[src/rtl/stereo_tx_fifo_pkg.sv]
// Shared encodings for the stereo transmit queue: register addresses,
// control field positions and status field positions.
package stereo_tx_fifo_pkg;
    typedef enum logic [1:0] {
        ADDR_LEFT  = 2'd0,
        ADDR_RIGHT = 2'd1,
        ADDR_CTRL  = 2'd2,
        ADDR_RSVD  = 2'd3
    } reg_addr_e;

    localparam int CTL_LVL  = 0;
    localparam int CTL_IE   = 1;
    localparam int CTL_EN   = 2;
    localparam int CTL_W    = 3;

    localparam int ST_W     = 16;
    localparam int ST_EMPTY = 0;
    localparam int ST_UNF   = 1;
    localparam int ST_OVF   = 2;
    localparam int ST_PEND  = 3;
    localparam int ST_CNT   = 4;
    localparam int ST_FULL  = 12;
endpackage

[src/rtl/stx_pair_latch.sv]
// Pairs a left word with the following right word.
// Assumes the caller has already removed writes that arrive while full.
module stx_pair_latch #(
    parameter int DW = 32
) (
    input  logic          clk,
    input  logic          rst_n,
    input  logic          left_wr,
    input  logic          right_wr,
    input  logic [DW-1:0] data,
    output logic          pending,
    output logic          push,
    output logic [DW-1:0] push_left,
    output logic [DW-1:0] push_right
);
    logic [DW-1:0] left_q;

    // Hold the latest left word until a right word completes the pair.
    always_ff @(posedge clk) begin
        if (!rst_n) begin
            left_q  <= '0;
            pending <= 1'b0;
        end else if (left_wr) begin
            left_q  <= data;
            pending <= 1'b1;
        end else if (right_wr && pending) begin
            pending <= 1'b0;
        end
    end

    // Emit the pair when the right half arrives.
    always_comb begin
        push       = right_wr && pending;
        push_left  = left_q;
        push_right = data;
    end

    AST_PAIR_CONSUMED: assert property (@(posedge clk) disable iff (!rst_n)
        push |=> !pending);
endmodule

[src/rtl/stx_queue.sv]
// Circular buffer of stereo pairs with an occupancy count.
// Assumes push is never asserted when full and pop never when empty.
module stx_queue #(
    parameter int DW    = 32,
    parameter int DEPTH = 8
) (
    input  logic                           clk,
    input  logic                           rst_n,
    input  logic                           push,
    input  logic [2*DW-1:0]                push_data,
    input  logic                           pop,
    output logic [2*DW-1:0]                pop_data,
    output logic [$clog2(DEPTH+1)-1:0]     count,
    output logic                           full,
    output logic                           empty
);
    localparam int PW = (DEPTH > 1) ? $clog2(DEPTH) : 1;
    localparam int CW = $clog2(DEPTH + 1);

    logic [2*DW-1:0] mem [DEPTH];
    logic [PW-1:0]   wr_ptr, rd_ptr;

    function automatic logic [PW-1:0] bump(input logic [PW-1:0] p);
        return (p == PW'(DEPTH - 1)) ? '0 : p + 1'b1;
    endfunction

    // Store the incoming pair at the write pointer.
    always_ff @(posedge clk) begin
        if (push) mem[wr_ptr] <= push_data;
    end

    // Advance the pointers and track the occupancy.
    always_ff @(posedge clk) begin
        if (!rst_n) begin
            wr_ptr <= '0;
            rd_ptr <= '0;
            count  <= '0;
        end else begin
            if (push) wr_ptr <= bump(wr_ptr);
            if (pop)  rd_ptr <= bump(rd_ptr);
            if (push && !pop)      count <= count + 1'b1;
            else if (pop && !push) count <= count - 1'b1;
        end
    end

    // Present the head entry and the fill flags.
    always_comb begin
        pop_data = mem[rd_ptr];
        full     = (count == CW'(DEPTH));
        empty    = (count == '0);
    end

    AST_NO_OVERFLOW: assert property (@(posedge clk) disable iff (!rst_n)
        count <= CW'(DEPTH));
    AST_FULL_HOLDS: assert property (@(posedge clk) disable iff (!rst_n)
        (full && !pop) |=> full);
endmodule

[src/rtl/stx_irq_ctrl.sv]
// Control register, sticky error flags and the interrupt decision.
// Assumes the event inputs are single-cycle qualified pulses.
module stx_irq_ctrl #(
    parameter int DEPTH = 8
) (
    input  logic                            clk,
    input  logic                            rst_n,
    input  logic                            ctrl_wr,
    input  logic [2:0]                      ctrl_data,
    input  logic                            ovf_evt,
    input  logic                            unf_evt,
    input  logic [$clog2(DEPTH+1)-1:0]      count,
    output logic                            lvl_sel,
    output logic                            irq_en,
    output logic                            drain_en,
    output logic                            ovf_flag,
    output logic                            unf_flag,
    output logic                            irq
);
    import stereo_tx_fifo_pkg::*;
    localparam int CW = $clog2(DEPTH + 1);

    logic thresh;

    // Capture the control fields on a control write.
    always_ff @(posedge clk) begin
        if (!rst_n) begin
            lvl_sel  <= 1'b0;
            irq_en   <= 1'b0;
            drain_en <= 1'b0;
        end else if (ctrl_wr) begin
            lvl_sel  <= ctrl_data[CTL_LVL];
            irq_en   <= ctrl_data[CTL_IE];
            drain_en <= ctrl_data[CTL_EN];
        end
    end

    // Sticky flags: a control write clears them and takes priority.
    always_ff @(posedge clk) begin
        if (!rst_n || ctrl_wr) begin
            ovf_flag <= 1'b0;
            unf_flag <= 1'b0;
        end else begin
            if (ovf_evt) ovf_flag <= 1'b1;
            if (unf_evt) unf_flag <= 1'b1;
        end
    end

    // Combine the selected threshold and the underflow into the interrupt.
    always_comb begin
        thresh = lvl_sel ? (count == '0) : (count <= CW'(DEPTH / 2));
        irq    = irq_en && (thresh || unf_flag);
    end

    AST_CTRL_CLEARS: assert property (@(posedge clk) disable iff (!rst_n)
        ctrl_wr |=> (!ovf_flag && !unf_flag));
    AST_UNF_STICKY: assert property (@(posedge clk) disable iff (!rst_n)
        (unf_flag && !ctrl_wr) |=> unf_flag);
endmodule

[src/rtl/stereo_tx_fifo.sv]
// Stereo transmit queue top: decodes register writes, pairs left/right
// words, buffers pairs and hands them to the serializer on request.
// Assumes one register write per cycle and DEPTH below 256.
module stereo_tx_fifo #(
    parameter int DW    = 32,
    parameter int DEPTH = 8
) (
    input  logic          clk,
    input  logic          rst_n,
    input  logic          wr_en,
    input  logic [1:0]    wr_addr,
    input  logic [DW-1:0] wr_data,
    input  logic          pop_req,
    output logic          tx_valid,
    output logic [DW-1:0] tx_left,
    output logic [DW-1:0] tx_right,
    output logic [15:0]   status,
    output logic          irq
);
    import stereo_tx_fifo_pkg::*;
    localparam int CW = $clog2(DEPTH + 1);

    logic          wr_l, wr_r, wr_c, full, empty, pending, push, pop_do;
    logic          ovf_evt, unf_evt, lvl_sel, irq_en, drain_en, ovf_flag, unf_flag;
    logic [DW-1:0] p_left, p_right;
    logic [2*DW-1:0] head;
    logic [CW-1:0] count;

    // Decode writes and qualify them against the full flag.
    always_comb begin
        wr_l    = wr_en && (wr_addr == ADDR_LEFT)  && !full;
        wr_r    = wr_en && (wr_addr == ADDR_RIGHT) && !full;
        wr_c    = wr_en && (wr_addr == ADDR_CTRL);
        ovf_evt = wr_en && full &&
                  ((wr_addr == ADDR_LEFT) || (wr_addr == ADDR_RIGHT));
        pop_do  = pop_req && drain_en && !empty;
        unf_evt = pop_req && drain_en && empty;
    end

    stx_pair_latch #(.DW(DW)) u_pair (
        .clk(clk), .rst_n(rst_n), .left_wr(wr_l), .right_wr(wr_r),
        .data(wr_data), .pending(pending), .push(push),
        .push_left(p_left), .push_right(p_right)
    );

    stx_queue #(.DW(DW), .DEPTH(DEPTH)) u_queue (
        .clk(clk), .rst_n(rst_n), .push(push), .push_data({p_left, p_right}),
        .pop(pop_do), .pop_data(head), .count(count), .full(full), .empty(empty)
    );

    stx_irq_ctrl #(.DEPTH(DEPTH)) u_irq (
        .clk(clk), .rst_n(rst_n), .ctrl_wr(wr_c), .ctrl_data(wr_data[2:0]),
        .ovf_evt(ovf_evt), .unf_evt(unf_evt), .count(count),
        .lvl_sel(lvl_sel), .irq_en(irq_en), .drain_en(drain_en),
        .ovf_flag(ovf_flag), .unf_flag(unf_flag), .irq(irq)
    );

    // Register the popped pair; disabling resets the output sequencing.
    always_ff @(posedge clk) begin
        if (!rst_n || !drain_en) begin
            tx_valid <= 1'b0;
            tx_left  <= '0;
            tx_right <= '0;
        end else begin
            tx_valid <= pop_do;
            if (pop_do) begin
                tx_left  <= head[2*DW-1:DW];
                tx_right <= head[DW-1:0];
            end
        end
    end

    // Assemble the status word.
    always_comb begin
        status                 = '0;
        status[ST_EMPTY]       = empty;
        status[ST_UNF]         = unf_flag;
        status[ST_OVF]         = ovf_flag;
        status[ST_PEND]        = pending;
        status[ST_CNT +: CW]   = count;
        status[ST_FULL]        = full;
    end

    AST_VALID_FOLLOWS_REQ: assert property (@(posedge clk) disable iff (!rst_n)
        tx_valid |-> $past(pop_req));
    AST_DISABLED_NO_DATA: assert property (@(posedge clk) disable iff (!rst_n)
        (pop_req && !drain_en) |=> !tx_valid);
    AST_IRQ_MASKED: assert property (@(posedge clk) disable iff (!rst_n)
        (!irq_en) |-> !irq);
endmodule

[config.mk]
export PLATFORM = sky130hd
export DESIGN_NAME = stereo_tx_fifo
export DESIGN_NICKNAME = d
export VERILOG_FILES = /design/src/rtl/stereo_tx_fifo_pkg.sv /design/src/rtl/stx_pair_latch.sv /design/src/rtl/stx_queue.sv /design/src/rtl/stx_irq_ctrl.sv /design/src/rtl/stereo_tx_fifo.sv
export SDC_FILE = /design/constraint.sdc
export NUM_CORES = 1
export LEC_CHECK = 0
export BUFFER_PORTS_ARGS = -buffer_cell sky130_fd_sc_hd__buf_4
export CORE_UTILIZATION = 52
export DETAILED_ROUTE_END_ITERATION = 12
export GPL_ROUTABILITY_DRIVEN = 0
export MAX_ROUTING_LAYER = met4
export PLACE_DENSITY = 0.69
export SETUP_SLACK_MARGIN = 0.4
export SYNTH_ARGS = -nofsm -noshare
export SYNTH_HDL_FRONTEND = slang
export SYNTH_SLANG_ARGS = --single-unit
[constraint.sdc]
create_clock -name clk -period 10 [get_ports clk]
set_input_delay 0.5 -clock clk [delete_from_list [all_inputs] [get_ports clk]]
set_output_delay 0.5 -clock clk [all_outputs]
set_load 0.01 [all_outputs]
Word level (Yosys, flattened, before mapping). Memories as Yosys holds them, arrays and structs flattened. A register that Yosys moved wholly into a read port is not among the register bits. Cells that the tools add are included.

Bits of input ports: 38. Word-level logic and storage cells: 59. Output and inout port bits: 82. Memories: 1. Flip-flop bits (word level): 49. RAM bits: 512.

Add/sub/neg operators: 4. Mux-type cells: 9. Equal/unequal tests: 5. Order comparisons: 1. Reduce and logical (&&, ||, !) cells: 28.

Memory list: u_queue.mem (depth 8, width 64, rd ports 1, clocked after Yosys merged registers in 1, wr ports 1, RTL line stx_queue.sv:20) `logic [2*DW-1:0] mem [DEPTH];`.

Operators by type and width (count): 1-bit logical AND (14); 4-bit two-way mux (2); 3-bit by 1-bit adder with 3-bit output (second input constant) (2); 3-bit equality test (second input constant) (2); 1-bit zero test (6); 3-bit two-way mux (2); 1-bit two-way mux (5); 4-bit by 1-bit adder with 4-bit output (second input constant) (1); 4-bit equality test (second input constant) (1); 4-bit by 3-bit <= comparator with 1-bit output (second input constant) (1); 4-bit zero test (1); 1-bit logical OR (4); 2-bit nonzero test (2); 4-bit by 1-bit subtractor with 4-bit output (second input constant) (1); 2-bit by 1-bit equality test with 1-bit output (second input constant) (1); 2-bit equality test (second input constant) (1); 2-bit zero test (1).

Logic depth before layout (Yosys ltp). Gate-level depths: netlist of run 1.

Depth after elaboration: 8. Mapped depth: 10. Mapped depth without buffers: 10.

By module. From an unflattened synthesis of run 1, not the netlist that was laid out.

Cell total of the unflattened synthesis: 1275. Area, all modules: 24008.0 µm².

Modules (own cells, without submodules): stx_queue (area each 19872.8 µm², times used 1, cells an instance 813); stereo_tx_fifo (area each 2409.8 µm², times used 1, cells an instance 302); stx_pair_latch (area each 1524.0 µm², times used 1, cells an instance 139); stx_irq_ctrl (area each 201.4 µm², times used 1, cells an instance 21).

Worst setup path before layout of run 1. OpenSTA, ideal clock, no wires.

Kind: input port to flip-flop. Start: input wr_addr[1]. End: memory u_queue.mem[0][0] in the netlist's numbering, enable pin. Stages: 3. Data required time: 9.356 ns. Arrival: 7.134 ns. Path buffers: 0. Library setup time: 0.644 ns. Slack: 2.223 ns. Path through: nand2b_1 -> or3_1 -> nor4_1.

Cells in the longest elaborated chain, start to end: 6.

RTL lines: start: declaration (RTL line stereo_tx_fifo.sv:11) `input logic [1:0] wr_addr,`; 2-bit by 1-bit equality test with 1-bit output (RTL line stereo_tx_fifo.sv:32) `wr_r = wr_en && (wr_addr == ADDR_RIGHT) && !full;`; 1-bit logical AND (2 in a row) (RTL line stereo_tx_fifo.sv:32); 1-bit logical AND (RTL line stx_pair_latch.sv:33) `push = right_wr && pending;`; 1-bit two-way mux (RTL line stx_queue.sv:29) `if (push) mem[wr_ptr] <= push_data;`; 1-bit two-way mux (implied by the code) (RTL line stx_queue.sv:29); end: declaration (RTL line stx_queue.sv:20).

Every way passes these cells.

Worst setup path in the final report of run 1.
Start: register u_queue.count[0]. End: register u_queue.count[3].

Cells in the longest elaborated chain, start to end: 7. Elaborated cells on any way between the ends: 16. Classes of those cells: add/sub (2); eq/ne (1); mux (2); reduce/logical (11).

RTL lines: start: declaration (RTL line stx_queue.sv:13) `output logic [$clog2(DEPTH+1)-1:0] count,`; start signal: assignment (RTL line stx_queue.sv:41) `if (push && !pop) count <= count + 1'b1;`; start signal: assignment (RTL line stx_queue.sv:42) `else if (pop && !push) count <= count - 1'b1;`; branches (longest 7 deep; another with 4-bit by 1-bit subtractor with 4-bit output).

Parallel ways; which one is timed is not known. The select of a mux whose other input is x is not followed. A chain may end at the register's enable or synchronous reset.

==> flow_summary_export.csv, run 1 <==
group,metric,value,unit
run_status,run_status,"completed",
synth,synth_compound_area_share,4.54,%
clock_tree,path_clk_slew,0.06,ns
synth,syn_area,23100,um^2
route,wl_per_cell,24.3,um
clock_tree,htree_levels,2,
floorplan,fp.dieW,213,um
synth,synth-adder-area-share,0.510,%
synth,ys.warnings.count,0,
pwr,cellPowerDensity,194,nW/um^2
timing,slew_viol_final,0,
floorplan,rows,76,
synth,netlist-cell-type-count,42,
timing,fin_crit,3.13,ns
timing,whs,0.139,ns
route,drcViolationCount,0,
grt,grt_pass1_wl,73100,um
grt,grt_antenna_before_repair,0,
clock_tree,cts_root_buffer,"clkbuf_16",
synth,synth_cells,1215,
placement,port_buffers,112,
critical_path,critPathSlowestCell,"and2_4",
grt,grt_max_degree,68,
synth,synth.area.mux_share,12.8,%
route,routed_wl,47900,um
critical_path,crit_required,10.54,ns
clock_tree,cts_max_path_buffers,3,
pwr,ir_worst_vdd,0.136,mV
synth,yosysSeqAreaShare,76.5,%
synth,netlist_top_cells_area,"edfxtp_1, mux4_2, dfxtp_1",
cells_and_area,final_layout_size_suffix_gt1_share,26.7,%
synth,synth_top_family_by_area,"multiplexers",
pwr,leakage,8.71,nW
critical_path,worst-path-buf-inv,2,
critical_path,critPathTopFamily,"simple AND/OR/NAND/NOR gates",
timing,max_freq,319,MHz
clock_tree,ctsHoldBuffers,0,
route,via_per_inst,5.82,
critical_path,cp-end-kind,"register",
critical_path,crit_path_start_kind,"register",
critical_path,path_cells,"or4_4 -> and2_4 -> inv_1 -> ha_1 -> inv_1 -> ha_1 -> a21oi_1 -> a211oi_1 -> a31oi_1 -> mux2i_1",
synth,synth_seq_cells,625,
synth,syn_area_per_cell,19.0,um^2
clock_tree,ctsResizeCount,0,
cells_and_area,fillCellCount,3105,
timing,fin_crit_sh,31.3,%
clock_tree,tritoncts,"done",
grt,grtUsageTotal,22.7,%
cells_and_area,fin_nets,1384,
synth,synth_area_leader_cell,"edfxtp_1",
min_path,hold_class,"primary input to register",
cells_and_area,diodes,0,
flow_run,cap_violations,0,
route,first_pass_iters,5,
clock_tree,clkSinkCount,625,
timing,setup_viol,0,
critical_path,cp_max_fo,67,
synth,synth_xor_area_share,0.0760,%
route,dr_total_vias,11478,
floorplan,num_io_pins,120,
synth,post_synth_and_or_nand_nor_area_fraction,3.49,%
floorplan,die_area,45200,um^2
placement,hpwl,25000,um
timing,rsz0062_at_grt,"no",
timing,final-hold-violation-count,0,
clock_tree,cts_setup_buffers,0,
cells_and_area,area_growth,14.6,%
grt,grt.overflow.total,0,
timing,skew,0.0225,ns
critical_path,cp_slowest_stage_delay,0.76,ns
clock_tree,cts_buffers,61,
timing,tightest_slew,1.11,ns
clock_tree,insertion_delay,0.60,ns
synth,synth.top_cell.area_share,66.7,%
route,drt_iter0_markers,862,
critical_path,crit_type,"register to register",
route,antenna_left,0,
critical_path,crit_arrival,3.67,ns
floorplan,start_util,53.2,%
floorplan,die_height,213,um
timing,tns,0,ns
grt,grt_pass1_vias,12165,
timing,slew_headroom,25.9,%
floorplan,core_area,43400,um^2
final cells by class:
cell class / count / area [um^2] / share of cell area [%]
clock buffer: 91 / 1790 / 6.77
timing repair buffer: 135 / 1010 / 3.84
inverter: 4 / 15.0 / 0.0568
multi-input combinational: 511 / 5030 / 19.1
clock inverter: 20 / 195 / 0.739
sequential: 625 / 17600 / 66.8
tap: 585 / 732 / 2.77
synthesized netlist by cell type, drive strengths merged:
library cell    n
clkbuf         32
edfxtp        512
a31oi           1
and3            1
conb            1
nand2          74
a21oi           3
o21ai          68
nand4           1
a211oi          1
mux4          128
maj3            1
ha              7
inv             4
o21a            1
nand3           3
mux2i           8
buf            49
dfxtp         113
or2             1
nand3b          3
xnor2           2
or4             1
nor2b           7
fa              1
a21boi         36
and2            6
nor3            4
nor4b           1
nand2b          2
nor4            2
or3             3
nor2           74
o22ai          64
worst reg2reg max path: stages, from the launching register on:
cell and delay, ns:
dfxtp_1 0.52, or4_4 0.23, and2_4 0.76, inv_1 0.23, ha_1 0.27, inv_1 0.13
ha_1 0.28, a21oi_1 0.18, a211oi_1 0.09, a31oi_1 0.18, mux2i_1 0.19
per-layer routing:
metal  vias to the layer above  global-route usage (%)  wire length, um
met3                        74                    3.22             2810
met1                      5967                    31.9            21000
met2                       384                    35.3            23200
met4                         0                    6.20              886
met5                         -                       -                0
li1                       5053                       -                -
logic make-up (layout without fill, tap and decap cells):
group                      after synthesis  count (layout)
AOI/OAI and AO/OA                      174             174
DFF                                    625             625
other                                    1               7
adders and majority gates                9               9
buffers and inverters                   85             250
muxes                                  136             136
xor gates and xnor gates                 2               2
and+or+nand+nor                        183             183
flip-flops by register name, summed over array words and instances (netlist names):
| name | count |
|---|---|
| u_pair.push_left | 32 |
| u_queue.wr_ptr | 3 |
| tx_valid | 1 |
| u_irq.unf_flag | 1 |
| u_queue.rd_ptr | 3 |
| tx_right | 32 |
| u_irq.irq_en | 1 |
| u_irq.drain_en | 1 |
| u_queue.mem | 512 |
| tx_left | 32 |
| u_queue.count | 4 |
| u_irq.lvl_sel | 1 |
| u_irq.ovf_flag | 1 |
| u_pair.pending | 1 |
where the power goes:
part / switching [mW] / total, mW / internal [mW]
Sequential: 0.0109 / 2.82 / 2.81
Clock: 0.915 / 2.24 / 1.33
Combinational: 0.0402 / 0.0629 / 0.0227
final timing paths:
path | startpoint | to | slack (ns) | cells after the start
setup / recovery | u_queue.count[0]$_SDFFE_PN0P_ | u_queue.count[3]$_SDFFE_PN0P_ | 6.87 | 10
hold / removal | wr_data[4] | u_queue.mem[6][4]$_DFFE_PP_ | 0.14 | 1
setup reg to reg | u_queue.count[0]$_SDFFE_PN0P_ | u_queue.count[3]$_SDFFE_PN0P_ | 6.87 | 10
hold reg to reg | tx_right[26]$_SDFFE_PP0P_ | tx_right[26]$_SDFFE_PP0P_ | 0.50 | 2
layout by cell type, fill, tap and decap left out, types with 6 or more instances in the layout:
cell	Yosys	routed
a21boi_0	6	6
a21boi_1	30	30
buf_4	16	135
clkbuf_1	32	15
clkbuf_16	0	61
clkbuf_8	0	15
clkinv_1	0	7
clkinv_2	0	8
conb_1	1	7
dfxtp_1	113	111
edfxtp_1	512	512
ha_1	7	7
mux2i_1	8	8
mux4_2	128	128
nand2_1	74	74
nor2_1	74	70
nor2b_1	7	7
o21ai_0	44	44
o21ai_1	24	24
o22ai_1	64	64
per-stage QoR:
| step | instance area [um^2] | cells | setup WS (ns) | power, mW | util, % |
|---|---|---|---|---|---|
| 3_5_place_dp | 24400 | 1860 | 6.71 | 2.94 | 56.4 |
| 4_1_cts | 26400 | 1971 | 6.83 | 5.16 | 60.9 |
| 6_report | 26400 | 1971 | 6.87 | 5.13 | 60.9 |
| 3_3_place_gp | 24400 | 1860 | 6.74 | 2.94 | 56.4 |
| 2_1_floorplan | 23100 | 1221 | 2.22 | 2.90 | - |
| 5_1_grt | 26400 | 1971 | 6.55 | 5.27 | 60.9 |
Power figures use the tool's default switching activity.
==> run 2, diff against run 1 <==
ABC_AREA = 1   (was default)
clock period = 3.2 ns   (was 10 ns; I/O delays follow)
==> flow_summary_export.csv, run 2 <==
group,metric,value,unit
timing,tightest_slew,1.07,ns
synth,ys.warnings.count,0,
clock_tree,cts_setup_buffers,0,
critical_path,cp_slowest_stage_delay,0.50,ns
synth,synth_cells,2717,
clock_tree,tritoncts,"done",
timing,fin_crit,2.50,ns
cells_and_area,largest_register,"u_queue.mem",
pwr,ir_worst_vdd,0.443,mV
critical_path,cp_max_fo,31,
route,routed_wl,62600,um
route,wl_per_cell,17.6,um
synth,synth.top_cell.area_share,57.8,%
timing,final-hold-violation-count,0,
synth,synthTopCellsByCount,"nand2_1, inv_1, edfxtp_1",
critical_path,crit_arrival,2.75,ns
floorplan,rows,82,
synth,yosysMostFrequentCell,"nand2_1",
floorplan,die_height,228,um
route,drcViolationCount,0,
clock_tree,clkSinkCount,625,
cells_and_area,largest_reg_flops,512,
timing,whs,0.0528,ns
route,via_per_inst,5.11,
synth,syn_area_per_cell,9.79,um^2
placement,hpwl,35200,um
cells_and_area,postLayoutCellArea,30500,um^2
flow_run,cap_violations,0,
clock_tree,insertion_delay,0.63,ns
synth,netlist_top_cells_area,"edfxtp_1, nand2_1, dfxtp_1",
clock_tree,cts_buffers,61,
cells_and_area,fillCellCount,4105,
cells_and_area,register_area,17600,um^2
timing,setup_viol,0,
critical_path,cp-end-kind,"register",
synth,netlist-cell-type-count,28,
timing,slew_viol_final,0,
cells_and_area,final_cell_mix,"nand2_1, inv_1, edfxtp_1",
cells_and_area,layout_commonest_cell,"nand2_1",
critical_path,critPathSlowestCell,"dfxtp_1",
timing,skew,0.0198,ns
clock_tree,cts_root_buffer,"clkbuf_16",
placement,place_area,27900,um^2
synth,syn_area,26600,um^2
run_status,run_status,"completed",
cells_and_area,area_growth,14.6,%
min_path,hold_class,"primary input to register",
pwr,leakage,13.5,nW
floorplan,die_area,52000,um^2
grt,grt_pass1_wl,98900,um
route,antenna_left,0,
cells_and_area,final_layout_size_suffix_gt1_share,9.32,%
cells_and_area,utilization,60.6,%
grt,grt_antenna_before_repair,0,
synth,yosysSeqAreaShare,66.3,%
critical_path,crit_required,3.45,ns
floorplan,fp.dieW,228,um
grt,grt.overflow.total,0,
clock_tree,cts_max_path_buffers,3,
synth,synth_area_leader_cell,"edfxtp_1",
grt,grt_pass1_vias,17930,
timing,setup_slack,0.698,ns
clock_tree,ctsHoldBuffers,35,
critical_path,crit_path_start_kind,"register",
route,first_pass_iters,5,
route,drt_iter0_markers,1731,
pwr,totalPowerFinal,16.8,mW
timing,slew_headroom,28.6,%
synth,synth-edff-count,512,
critical_path,path_cells,"nor2_4 -> nand3_4 -> nand2_1 -> nor2_2 -> nand2_1 -> nor2_4 -> buf_4",
route,dr_total_vias,18148,
pwr,cellPowerDensity,552,nW/um^2
floorplan,start_util,52.9,%
cells_and_area,multi_input_area,5960,um^2
grt,grt_max_degree,162,
synth,synth_seq_cells,625,
clock_tree,path_clk_slew,0.06,ns
cells_and_area,fin_nets,2869,
placement,port_buffers,112,
clock_tree,ctsResizeCount,0,
critical_path,crit_type,"register to register",
clock_tree,htree_levels,2,
floorplan,num_io_pins,120,
grt,grtUsageTotal,25.0,%
placement,post-place-ws,0.739,ns
floorplan,core_area,50300,um^2
synth,ys_async_sr_fraction,0,%
timing,fin_crit_sh,78.2,%
cells_and_area,diodes,0,
timing,max_freq,400,MHz
timing,rsz0062_at_grt,"no",
synth,synth_ff_type,"edfxtp_1",
run 2: cell types whose count changed after synthesis, sizes merged, moves of 75 or more:
cell   change
nand3    +417
buf       +75
inv      +595
nand2    +697
a21oi    +104
mux4     -128
run 2: worst paths after layout:
check                                start                             end  slack, ns  cells past startpoint
max          u_queue.count[0]$_SDFFE_PN0P_     u_queue.mem[1][9]$_DFFE_PP_       0.70                      7
min                             wr_addr[0]  u_queue.wr_ptr[2]$_SDFFE_PN0P_       0.05                      5
max reg2reg  u_queue.count[0]$_SDFFE_PN0P_     u_queue.mem[1][9]$_DFFE_PP_       0.70                      7
min reg2reg    u_irq.unf_flag$_SDFFE_PP0P_     u_irq.unf_flag$_SDFFE_PP0P_       0.48                      2
run 2: cell families after synthesis:
| kind of cell | synth area share (%) |
|---|---|
| XOR/XNOR | 0.0329 |
| AND/OR/NAND/NOR | 19.4 |
| AO/OA/AOI/OAI | 2.20 |
| flip-flops | 66.3 |
| buffers and inverters | 11.6 |
| other | 0.0141 |
| adder cells (fa/ha/maj) | 0.405 |
run 2: final cells by class:
| cell class | count | area share, % |
|---|---|---|
| sequential | 625 | 57.9 |
| timing repair buffer | 181 | 5.20 |
| inverter | 599 | 7.41 |
| multi-input combinational | 1355 | 19.6 |
| clock inverter | 24 | 1.11 |
| tap | 672 | 2.76 |
| clock buffer | 92 | 6.03 |
run 2: per-stage QoR:
step | cells | setup TNS (ns)
global route | 3548 | 0
detailed placement | 3397 | 0
global placement | 3397 | 0
finish | 3548 | 0
floorplan | 2723 | -0.137
CTS | 3548 | 0
run 2: per-layer routing:
metal	wire length [um]	vias to the layer above	GRT usage, %	share of wire, %
li1	-	8773	-	-
met1	27000	8670	32.8	43
met2	30400	597	40.8	49
met3	3760	108	2.99	6.0
met4	1460	0	7.86	2.3
met5	0	-	-	0
run 2: worst max-delay path, delay by kind of cell (launching register included):
kind | cells | cell delay, ns
and+or+nand+nor | 6 | 1.12
DFF | 1 | 0.50
buffers and inverters | 1 | 0.48
run 2: power by group:
group          switching, mW  total [mW]  internal (mW)
logic                  0.219       0.327          0.108
registers             0.0408        8.82           8.78
clock network           3.05        7.66           4.61
